==> src/rtl/async_rx_pkg.sv <==
package async_rx_pkg;

    typedef enum logic [2:0] {
        ST_IDLE,
        ST_START,
        ST_DATA,
        ST_PAR,
        ST_STOP
    } rx_state_e;

    typedef struct packed {
        logic [7:0] data;
        logic       par_err;
        logic       frm_err;
        logic       brk;
    } rx_char_t;

    localparam int STS_READY = 0;
    localparam int STS_OVR   = 1;
    localparam int STS_PAR   = 2;
    localparam int STS_FRM   = 3;
    localparam int STS_BRK   = 4;

endpackage

==> src/rtl/rx_line_sync.sv <==
module rx_line_sync #(
    parameter int STAGES = 2
) (
    input  logic clk,
    input  logic rst_n,
    input  logic line_i,
    output logic line_o
);
    logic [STAGES-1:0] sync_d, sync_q;

    always_comb begin
        sync_d = {sync_q[STAGES-2:0], line_i};
    end

    always_ff @(posedge clk or negedge rst_n) begin
        if (!rst_n) sync_q <= '1;
        else        sync_q <= sync_d;
    end

    assign line_o = sync_q[STAGES-1];
endmodule

==> src/rtl/rx_frame_fsm.sv <==
module rx_frame_fsm
    import async_rx_pkg::*;
#(
    parameter int DATA_W = 8,
    parameter int OSR    = 16
) (
    input  logic     clk,
    input  logic     rst_n,
    input  logic     sample_en,
    input  logic     rx_s,
    input  logic [1:0] len_sel,
    input  logic     par_en,
    input  logic     par_sel,
    input  logic     par_force,
    output logic     done_o,
    output rx_char_t char_o
);
    localparam int CNT_W   = $clog2(OSR);
    localparam int IDX_W   = $clog2(DATA_W);
    localparam int MID     = OSR / 2 - 1;
    localparam int MIN_LEN = DATA_W - 3;

    typedef struct packed {
        rx_state_e         state;
        logic [CNT_W-1:0]  cnt;
        logic [IDX_W-1:0]  idx;
        logic [DATA_W-1:0] shreg;
        logic              ones;
        logic              par_bit;
        logic              line_prev;
        logic              done;
        rx_char_t          chr;
    } fsm_t;

    fsm_t q, d;
    logic [IDX_W-1:0] last_idx;
    logic             exp_par;
    logic             bit_end;

    always_comb begin
        last_idx = IDX_W'(MIN_LEN - 1) + IDX_W'(len_sel);
        exp_par  = par_force ? ~par_sel : (par_sel ? ^q.shreg : ~^q.shreg);
        bit_end  = (q.cnt == CNT_W'(OSR - 1));
        d        = q;
        d.done   = 1'b0;
        if (sample_en) begin
            d.line_prev = rx_s;
            case (q.state)
                ST_IDLE: begin
                    if (q.line_prev && !rx_s) begin
                        d.state = ST_START;
                        d.cnt   = '0;
                    end
                end
                ST_START: begin
                    if (q.cnt == CNT_W'(MID)) begin
                        if (rx_s) begin
                            d.state = ST_IDLE;
                        end else begin
                            d.state = ST_DATA;
                            d.cnt   = '0;
                            d.idx   = '0;
                            d.shreg = '0;
                            d.ones  = 1'b0;
                        end
                    end else begin
                        d.cnt = q.cnt + 1'b1;
                    end
                end
                ST_DATA: begin
                    if (bit_end) begin
                        d.cnt          = '0;
                        d.shreg[q.idx] = rx_s;
                        d.ones         = q.ones | rx_s;
                        if (q.idx == last_idx) d.state = par_en ? ST_PAR : ST_STOP;
                        else                   d.idx   = q.idx + 1'b1;
                    end else begin
                        d.cnt = q.cnt + 1'b1;
                    end
                end
                ST_PAR: begin
                    if (bit_end) begin
                        d.cnt     = '0;
                        d.par_bit = rx_s;
                        d.ones    = q.ones | rx_s;
                        d.state   = ST_STOP;
                    end else begin
                        d.cnt = q.cnt + 1'b1;
                    end
                end
                ST_STOP: begin
                    if (bit_end) begin
                        d.cnt           = '0;
                        d.state         = ST_IDLE;
                        d.done          = 1'b1;
                        d.chr.brk       = !q.ones && !rx_s;
                        d.chr.data      = d.chr.brk ? '0 : q.shreg;
                        d.chr.frm_err   = !rx_s;
                        d.chr.par_err   = par_en && (q.par_bit != exp_par) && !d.chr.brk;
                    end else begin
                        d.cnt = q.cnt + 1'b1;
                    end
                end
                default: d.state = ST_IDLE;
            endcase
        end
    end

    always_ff @(posedge clk or negedge rst_n) begin
        if (!rst_n) begin
            q           <= '0;
            q.state     <= ST_IDLE;
            q.line_prev <= 1'b1;
        end else begin
            q <= d;
        end
    end

    assign done_o = q.done;
    assign char_o = q.chr;

    // a start bit found high at its midpoint returns to idle, no character
    p_false_start_r1: assert property (@(posedge clk) disable iff (!rst_n)
        (q.state == ST_START && sample_en && q.cnt == CNT_W'(MID) && rx_s)
        |=> (q.state == ST_IDLE && !q.done));

    // a break always delivers a zero byte with framing error
    p_break_zero_r5: assert property (@(posedge clk) disable iff (!rst_n)
        (q.done && q.chr.brk) |-> (q.chr.data == '0 && q.chr.frm_err && !q.chr.par_err));

    // completion is a single-cycle pulse
    p_done_single_r10: assert property (@(posedge clk) disable iff (!rst_n)
        q.done |=> !q.done);
endmodule

==> src/rtl/rx_hold_status.sv <==
module rx_hold_status
    import async_rx_pkg::*;
#(
    parameter int DATA_W = 8
) (
    input  logic              clk,
    input  logic              rst_n,
    input  logic              sample_en,
    input  logic              done_i,
    input  rx_char_t          char_i,
    input  logic              rd_data,
    input  logic              rd_status,
    output logic [DATA_W-1:0] held_o,
    output logic [7:0]        status_o,
    output logic              evt_o
);
    typedef struct packed {
        logic [DATA_W-1:0] data;
        logic              ready;
        logic              ovr;
        logic              perr;
        logic              ferr;
        logic              brk;
        logic              pend;
        logic              evt;
    } hs_t;

    hs_t q, d;

    always_comb begin
        d     = q;
        d.evt = 1'b0;
        if (rd_data)   d.ready = 1'b0;
        if (rd_status) begin
            d.ovr  = 1'b0;
            d.perr = 1'b0;
            d.ferr = 1'b0;
            d.brk  = 1'b0;
        end
        if (sample_en && q.pend) begin
            d.evt  = 1'b1;
            d.pend = 1'b0;
        end
        if (done_i) begin
            d.pend = 1'b1;
            if (q.ready) begin
                d.ovr = 1'b1;
            end else begin
                d.data  = char_i.data[DATA_W-1:0];
                d.ready = 1'b1;
                d.perr  = q.perr | char_i.par_err;
                d.ferr  = q.ferr | char_i.frm_err;
                d.brk   = q.brk  | char_i.brk;
            end
        end
    end

    always_ff @(posedge clk or negedge rst_n) begin
        if (!rst_n) q <= '0;
        else        q <= d;
    end

    always_comb begin
        status_o            = '0;
        status_o[STS_READY] = q.ready;
        status_o[STS_OVR]   = q.ovr;
        status_o[STS_PAR]   = q.perr;
        status_o[STS_FRM]   = q.ferr;
        status_o[STS_BRK]   = q.brk;
    end
    assign held_o = q.data;
    assign evt_o  = q.evt;

    // overrun keeps the held byte and raises the overrun flag
    p_overrun_keep_r6: assert property (@(posedge clk) disable iff (!rst_n)
        (done_i && q.ready) |=> (q.ovr && q.data == $past(q.data)));

    // data read clears data ready when no character lands in the same cycle
    p_read_clear_r7: assert property (@(posedge clk) disable iff (!rst_n)
        (rd_data && !done_i) |=> !q.ready);

    // status read clears the error flags
    p_status_clear_r8: assert property (@(posedge clk) disable iff (!rst_n)
        (rd_status && !done_i) |=> !(q.ovr || q.perr || q.ferr || q.brk));

    // the event lasts one clock
    p_evt_single_r10: assert property (@(posedge clk) disable iff (!rst_n)
        q.evt |=> !q.evt);
endmodule

==> src/rtl/async_rx.sv <==
module async_rx
    import async_rx_pkg::*;
#(
    parameter int DATA_W      = 8,
    parameter int OSR         = 16,
    parameter int SYNC_STAGES = 2
) (
    input  logic              clk,
    input  logic              rst_n,
    input  logic              sample_en,
    input  logic              rx_line,
    input  logic [5:0]        line_ctrl,
    input  logic              rd_data,
    input  logic              rd_status,
    output logic [DATA_W-1:0] held_data,
    output logic [7:0]        line_status,
    output logic              rx_ready_evt
);
    logic     rx_s;
    logic     done;
    rx_char_t chr;

    rx_line_sync #(.STAGES(SYNC_STAGES)) u_sync (
        .clk    (clk),
        .rst_n  (rst_n),
        .line_i (rx_line),
        .line_o (rx_s)
    );

    rx_frame_fsm #(.DATA_W(DATA_W), .OSR(OSR)) u_fsm (
        .clk       (clk),
        .rst_n     (rst_n),
        .sample_en (sample_en),
        .rx_s      (rx_s),
        .len_sel   (line_ctrl[1:0]),
        .par_en    (line_ctrl[3]),
        .par_sel   (line_ctrl[4]),
        .par_force (line_ctrl[5]),
        .done_o    (done),
        .char_o    (chr)
    );

    rx_hold_status #(.DATA_W(DATA_W)) u_hold (
        .clk       (clk),
        .rst_n     (rst_n),
        .sample_en (sample_en),
        .done_i    (done),
        .char_i    (chr),
        .rd_data   (rd_data),
        .rd_status (rd_status),
        .held_o    (held_data),
        .status_o  (line_status),
        .evt_o     (rx_ready_evt)
    );
endmodule

==> config.mk <==
export PLATFORM = sky130hd
export DESIGN_NAME = async_rx
export DESIGN_NICKNAME = d
export VERILOG_FILES = /design/src/rtl/async_rx_pkg.sv /design/src/rtl/rx_line_sync.sv /design/src/rtl/rx_frame_fsm.sv /design/src/rtl/rx_hold_status.sv /design/src/rtl/async_rx.sv
export SDC_FILE = /design/constraint.sdc
export NUM_CORES = 1
export LEC_CHECK = 0
export CORE_ASPECT_RATIO = 1.25
export CORE_MARGIN = 2
export CORE_UTILIZATION = 50
export CTS_BUF_LIST = sky130_fd_sc_hd__clkbuf_8
export DETAILED_ROUTE_END_ITERATION = 10
export PLACE_DENSITY = 0.72
export REMOVE_ABC_BUFFERS = 1
export SYNTH_ARGS = -nofsm -noshare
export SYNTH_HDL_FRONTEND = slang
export SYNTH_SLANG_ARGS = --single-unit
==> constraint.sdc <==
create_clock -name clk -period 3.6 [get_ports clk]
set_clock_uncertainty 0.15 [all_clocks]
set_input_delay 1.08 -clock clk [delete_from_list [all_inputs] [get_ports clk]]
set_output_delay 1.08 -clock clk [all_outputs]
set_load 0.005 [all_outputs]
==> results of run 1 <==
[cells in the mapped netlist (all sizes together) (4+ instances only)]
cell,instances,share of area [%]
dfrtp,47,47
nand2,32,4.9
o21ai,22,4.4
buf,21,5.8
nand3,14,3.0
nor2,13,2.1
mux2,12,5.5
xnor2,9,3.1
a21oi,8,1.6
a22o,7,2.4
clkbuf,7,1.0
inv,7,1.0
nor2b,5,1.2
nand2b,4,1.0
nor3,4,0.80
[logic make-up (layout without fill, tap and decap cells)]
family                   count (synthesis)  count (layout)
AO/OA/AOI/OAI                           53              53
XOR/XNOR                                12              12
adder cells (fa/ha/maj)                  2               2
buffers and inverters                   35              40
flip-flops                              50              50
multiplexers                            12              12
other                                    1               3
AND/OR/NAND/NOR                         86              86
[worst max-delay path, cell delays in order]
cell and delay [ns]:
clkdlybuf4s50_1 0.57, inv_1 0.14, nor2_2 0.24, a221oi_1 0.12, or3_4 0.38, mux2_4 0.30
[sequential cells by signal, summed over array words and instances (netlist names)]
name / cells
u_fsm.char_o: 11
u_fsm.q: 21
u_hold.held_o: 8
u_sync.sync_q: 2
u_fsm.done_o: 1
u_hold.evt_o: 1
u_hold.q: 1
u_hold.status_o: 5
[where the power goes]
part | leakage, nW | switching [mW] | internal, mW
registers | 0.679 | 0.0712 | 0.598
clock network | 0.0683 | 0.189 | 0.278
logic | 0.554 | 0.158 | 0.116
[stage by stage]
| step | util, % | hold WS [ns] |
|---|---|---|
| 2_1_floorplan | - | 0.195 |
| 3_3_place_gp | 55.8 | 0.196 |
| 3_5_place_dp | 55.8 | 0.197 |
| 4_1_cts | 58.7 | 0.211 |
| 5_1_grt | 58.7 | 0.219 |
| 6_report | 58.7 | 0.209 |
[area by class of cell]
cell class	count	share of cell area, %
multi-input cells	168	37.9
clock inverters	3	2.46
repair buffers	25	8.68
flip-flops and latches	50	44.9
inverters	7	0.940
clock buffers	5	2.46
well taps	60	2.69
[worst min path at each step]
stage / from / to / cells after the start
after detailed placement: u_sync.sync_q[0]$_DFF_PN1_ / u_sync.sync_q[1]$_DFF_PN1_ / 0
final: u_sync.sync_q[0]$_DFF_PN1_ / u_sync.sync_q[1]$_DFF_PN1_ / 0
after global routing: u_sync.sync_q[0]$_DFF_PN1_ / u_sync.sync_q[1]$_DFF_PN1_ / 0
after floorplan: u_sync.sync_q[0]$_DFF_PN1_ / u_sync.sync_q[1]$_DFF_PN1_ / 0
after global placement: u_sync.sync_q[0]$_DFF_PN1_ / u_sync.sync_q[1]$_DFF_PN1_ / 0
after CTS: u_sync.sync_q[0]$_DFF_PN1_ / u_sync.sync_q[1]$_DFF_PN1_ / 0
[layer usage]
metal	share of wire, %	wire length (um)
met5	0	0
met4	2.1	93
met3	2.9	127
met2	50	2170
met1	45	1990
[placed cells by master, fill, tap and decap left out, types with 5 or more instances in the layout]
cell and instances:
a21oi_1 8, a22o_1 7, clkbuf_8 5, clkdlybuf4s50_1 23, dfrtp_1 47, inv_1 7, mux2_2 11, nand2_1 31
nand3_1 13, nor2_1 11, nor2b_1 5, o21ai_0 22, xnor2_1 9
==> impl_metrics.yaml, run 1 <==
detailed_routing:
  wl_per_cell_um: 13.8
  dr.pass1.iters: 4
  vias_per_cell: 5.47
  finalWirelength_um: 4380
  first_iter_violations: 111
  final_antenna_net_count: 0
  vias: 1741
  drcViolationCount: 0
cts:
  postCtsHoldBufs: 0
  h-tree-depth: 2
  cts_resized: 0
  cts_tree: "built"
  postCtsSetupBuffers: 0
  cts_buffer_depth: 2
  worstSkewPairLatency_ns: 0.30
  numCtsBuffers: 5
  clkTransAtPathRegs_ns: 0.09
  clock_sinks: 50
  root_buffer: "clkbuf_8"
place:
  place_hpwl_um: 3130
  place_ws_ns: 0.518
  gp_congestion: 0.834
  place_area_sq_um: 2660
  place_inst: 310
  port_buffers: 24
logic_synthesis:
  synthCells: 251
  yosysSeqAreaShare_pct: 50.1
  ys.warnings.count: 0
  synth-main-ff-cell: "dfrtp_1"
  synthMuxAreaShare_pct: 5.55
  ys_seq_elements: 50
  synth_compound_area_share_pct: 14.0
  synth_top_family_by_area: "simple AND/OR/NAND/NOR gates"
  synth-adder-area-share_pct: 1.00
  ys_types: 46
  synth_simple_gate_area_share_pct: 17.1
  syn_area_per_cell_sq_um: 9.97
  synth_xor_area_share_pct: 4.20
  synthesis.area_sq_um: 2500
  synthArstFlopShare_pct: 100
  synth-edff-count: 0
timing:
  rsz0062_at_grt: "false"
  worst_slack_ns: 0.799
  slew_headroom_pct: 40.1
  min_period_over_period_pct: 77.8
  tightest_slew_ns: 0.896
  fin_crit_ns: 2.80
  timing.final.hold_violations: 0
  slew_violations: 0
  setup_tns_ns: 0
  fmax_ghz: 0.357
  setup_viol: 0
worst_setup_path:
  cp.arrival_ns: 2.84
  reg2reg_from: "u_fsm.q[32]$_DFFE_PN0P_"
  reg2regPathDepth: 5
  worstSetupEndpointType: "flip-flop"
  required_ns: 3.64
  crit_path_end: "u_fsm.q[30]$_DFFE_PN0P_"
  critical_path_peak_fanout: 5
  critPathLaunch: "sample_en"
  regToRegSetupSlack_ns: 1.27
  worstSetupPathType: "input port to flip-flop"
  worstSetupStartpointType: "input port"
  regToRegEndpoint: "u_fsm.q[30]$_DFFE_PN0P_"
global_routing:
  antenna_found_initial: 0
  track_usage_pct: 17.8
  grt_use_met1_pct: 23.5
  grt_pass1_wl_um: 7760
  grt_pass1_vias: 1724
  grt_use_met2_pct: 28.2
  grt_max_degree: 27
  grtUsageMet3_pct: 3.25
  grt_busiest_layer: "met2"
  grt_overflow: 0
power_and_ir_drop:
  power_mw: 1.41
  p_per_area_nw_per_um2: 504
  peakVddDrop_mv: 0.358
  leakage_nw: 1.30
layout:
  fillers: 437
  final_cell_area_sq_um: 2800
  final_nets: 271
  fin_cells: 318
  syn_to_final_growth_pct: 11.6
  antenna_cells: 0
  regArea_sq_um: 1250
  drive_gt1_share_pct: 13.6
  multi_input_area_sq_um: 1060
floorplanning:
  die_area_sq_um: 5590
  initial_core_util_pct: 52.5
  die_x_um: 67.3
  coreArea_sq_um: 4760
  ios: 29
  rows: 28
  die_y_um: 83.1
outcome:
  status: "completed"
run:
  maxCapViolCount: 0
hold_path:
  hold_class: "flip-flop to flip-flop"
Power figures use the tool's default switching activity.
==> run 2: changes to the inputs <==
Settings changed: PLACE_DENSITY 0.72 to 0.75.
Clock period 3.6 ns to 2.28 ns, I/O delays scaled along.
==> impl_metrics.yaml, run 2 (synthesis results as in run 1) <==
layout:
  mostFrequentLayoutCells: "dfrtp_1 (47), nand2_1 (31), clkdlybuf4s50_1 (23)"
  syn_to_final_growth_pct: 14.4
  drive_gt1_share_pct: 18.0
  fillers: 413
  final_common_cell: "dfrtp_1"
  largest_reg_flops: 21
  antenna_cells: 0
  final_nets: 285
  regMostFlops: "u_fsm.q"
detailed_routing:
  vias: 1787
  dr.pass1.iters: 4
  drcViolationCount: 0
  first_iter_violations: 113
  wl_per_cell_um: 13.3
  finalWirelength_um: 4420
  final_antenna_net_count: 0
  vias_per_cell: 5.38
timing:
  slew_violations: 0
  timing.final.hold_violations: 0
  worst_slack_ns: 0.0907
  fin_crit_ns: 2.19
  fmax_ghz: 0.457
  rsz0062_at_grt: "false"
  setup_viol: 0
  min_period_over_period_pct: 96.0
floorplanning:
  coreArea_sq_um: 4760
  die_y_um: 83.1
  rows: 28
  ios: 29
  die_area_sq_um: 5590
  initial_core_util_pct: 52.5
  die_x_um: 67.3
cts:
  cts_resized: 0
  numCtsBuffers: 5
  worstSkewPairLatency_ns: 0.30
  cts_tree: "built"
  clock_sinks: 50
  h-tree-depth: 2
  postCtsSetupBuffers: 0
  postCtsHoldBufs: 0
  clkTransAtPathRegs_ns: 0.09
  root_buffer: "clkbuf_8"
  cts_buffer_depth: 2
global_routing:
  grt_pass1_vias: 1701
  grt_pass1_wl_um: 7520
  grt_overflow: 0
  track_usage_pct: 17.3
  antenna_found_initial: 0
  grt_max_degree: 33
run:
  maxCapViolCount: 0
power_and_ir_drop:
  p_per_area_nw_per_um2: 713
  leakage_nw: 1.35
  power_mw: 2.04
  peakVddDrop_mv: 0.591
worst_setup_path:
  critical_path_peak_fanout: 5
  worstSetupStartpointType: "input port"
  required_ns: 2.33
  worstSetupEndpointType: "flip-flop"
  cp.arrival_ns: 2.24
  worstSetupPathType: "input port to flip-flop"
place:
  place_hpwl_um: 3250
  port_buffers: 24
  gp_congestion: 0.865
  place_ws_ns: -0.254
hold_path:
  hold_class: "input port to asynchronous set/reset pin"
outcome:
  status: "completed"
-- run 2: where the power goes --
part | leakage [nW] | internal (mW) | switching (mW) | total, mW
combinational | 0.627 | 0.210 | 0.283 | 0.494
sequential | 0.679 | 0.944 | 0.0842 | 1.03
clock | 0.0441 | 0.216 | 0.304 | 0.520
-- run 2: final cells by class --
cell class | count | area, sq um | area share [%]
sequential | 50 | 1250 | 43.8
clock buffer | 5 | 68.8 | 2.40
clock inverter | 3 | 21.3 | 0.742
multi-input combinational | 168 | 1060 | 36.9
inverter | 7 | 26.3 | 0.917
tap | 60 | 75.1 | 2.62
timing repair buffer | 39 | 360 | 12.6
-- run 2: path summary, 6_finish.rpt --
kind	slack (ns)	start	endpoint	depth (start not counted)
max in group asynchronous	1.30	rst_n	u_fsm.char_o[8]$_DFFE_PN0P_	2
hold / removal	0.16	rst_n	u_fsm.q[27]$_DFFE_PN0P_	1
setup reg to reg	0.20	u_fsm.q[26]$_DFFE_PN0P_	u_fsm.q[30]$_DFFE_PN0P_	6
hold reg to reg	0.21	u_sync.sync_q[0]$_DFF_PN1_	u_sync.sync_q[1]$_DFF_PN1_	0
setup / recovery	0.09	sample_en	u_fsm.q[23]$_DFFE_PN0P_	7
min in group clk	0.21	u_sync.sync_q[0]$_DFF_PN1_	u_sync.sync_q[1]$_DFF_PN1_	0
-- run 2: worst max-delay path, cell delays in order --
cell and delay [ns]:
clkdlybuf4s50_1 0.47, inv_1 0.09, nor2_1 0.17, buf_4 0.14, and3b_1 0.25, o21ai_0 0.15
mux2_2 0.28
-- run 2: stage by stage --
| stage | hold WS, ns | cells | util (%) | setup TNS [ns] | cell area [sq um] |
|---|---|---|---|---|---|
| floorplan | 0.195 | 225 | - | 0 | 2340 |
| global placement | 0.195 | 324 | 58.2 | -1.23 | 2780 |
| detailed placement | 0.197 | 324 | 58.2 | -1.76 | 2780 |
| CTS | 0.171 | 332 | 60.1 | 0 | 2870 |
| global route | 0.193 | 332 | 60.1 | 0 | 2870 |
| finish | 0.163 | 332 | 60.1 | 0 | 2870 |
-- run 2: metal layers --
layer  vias up  global-route usage, %  wire [um]
li1        895                      -          -
met1       847                   22.6       2000
met2        36                   27.7       2170
met3         9                   3.79        170
met4         0                   6.68         80
met5         -                      0          0
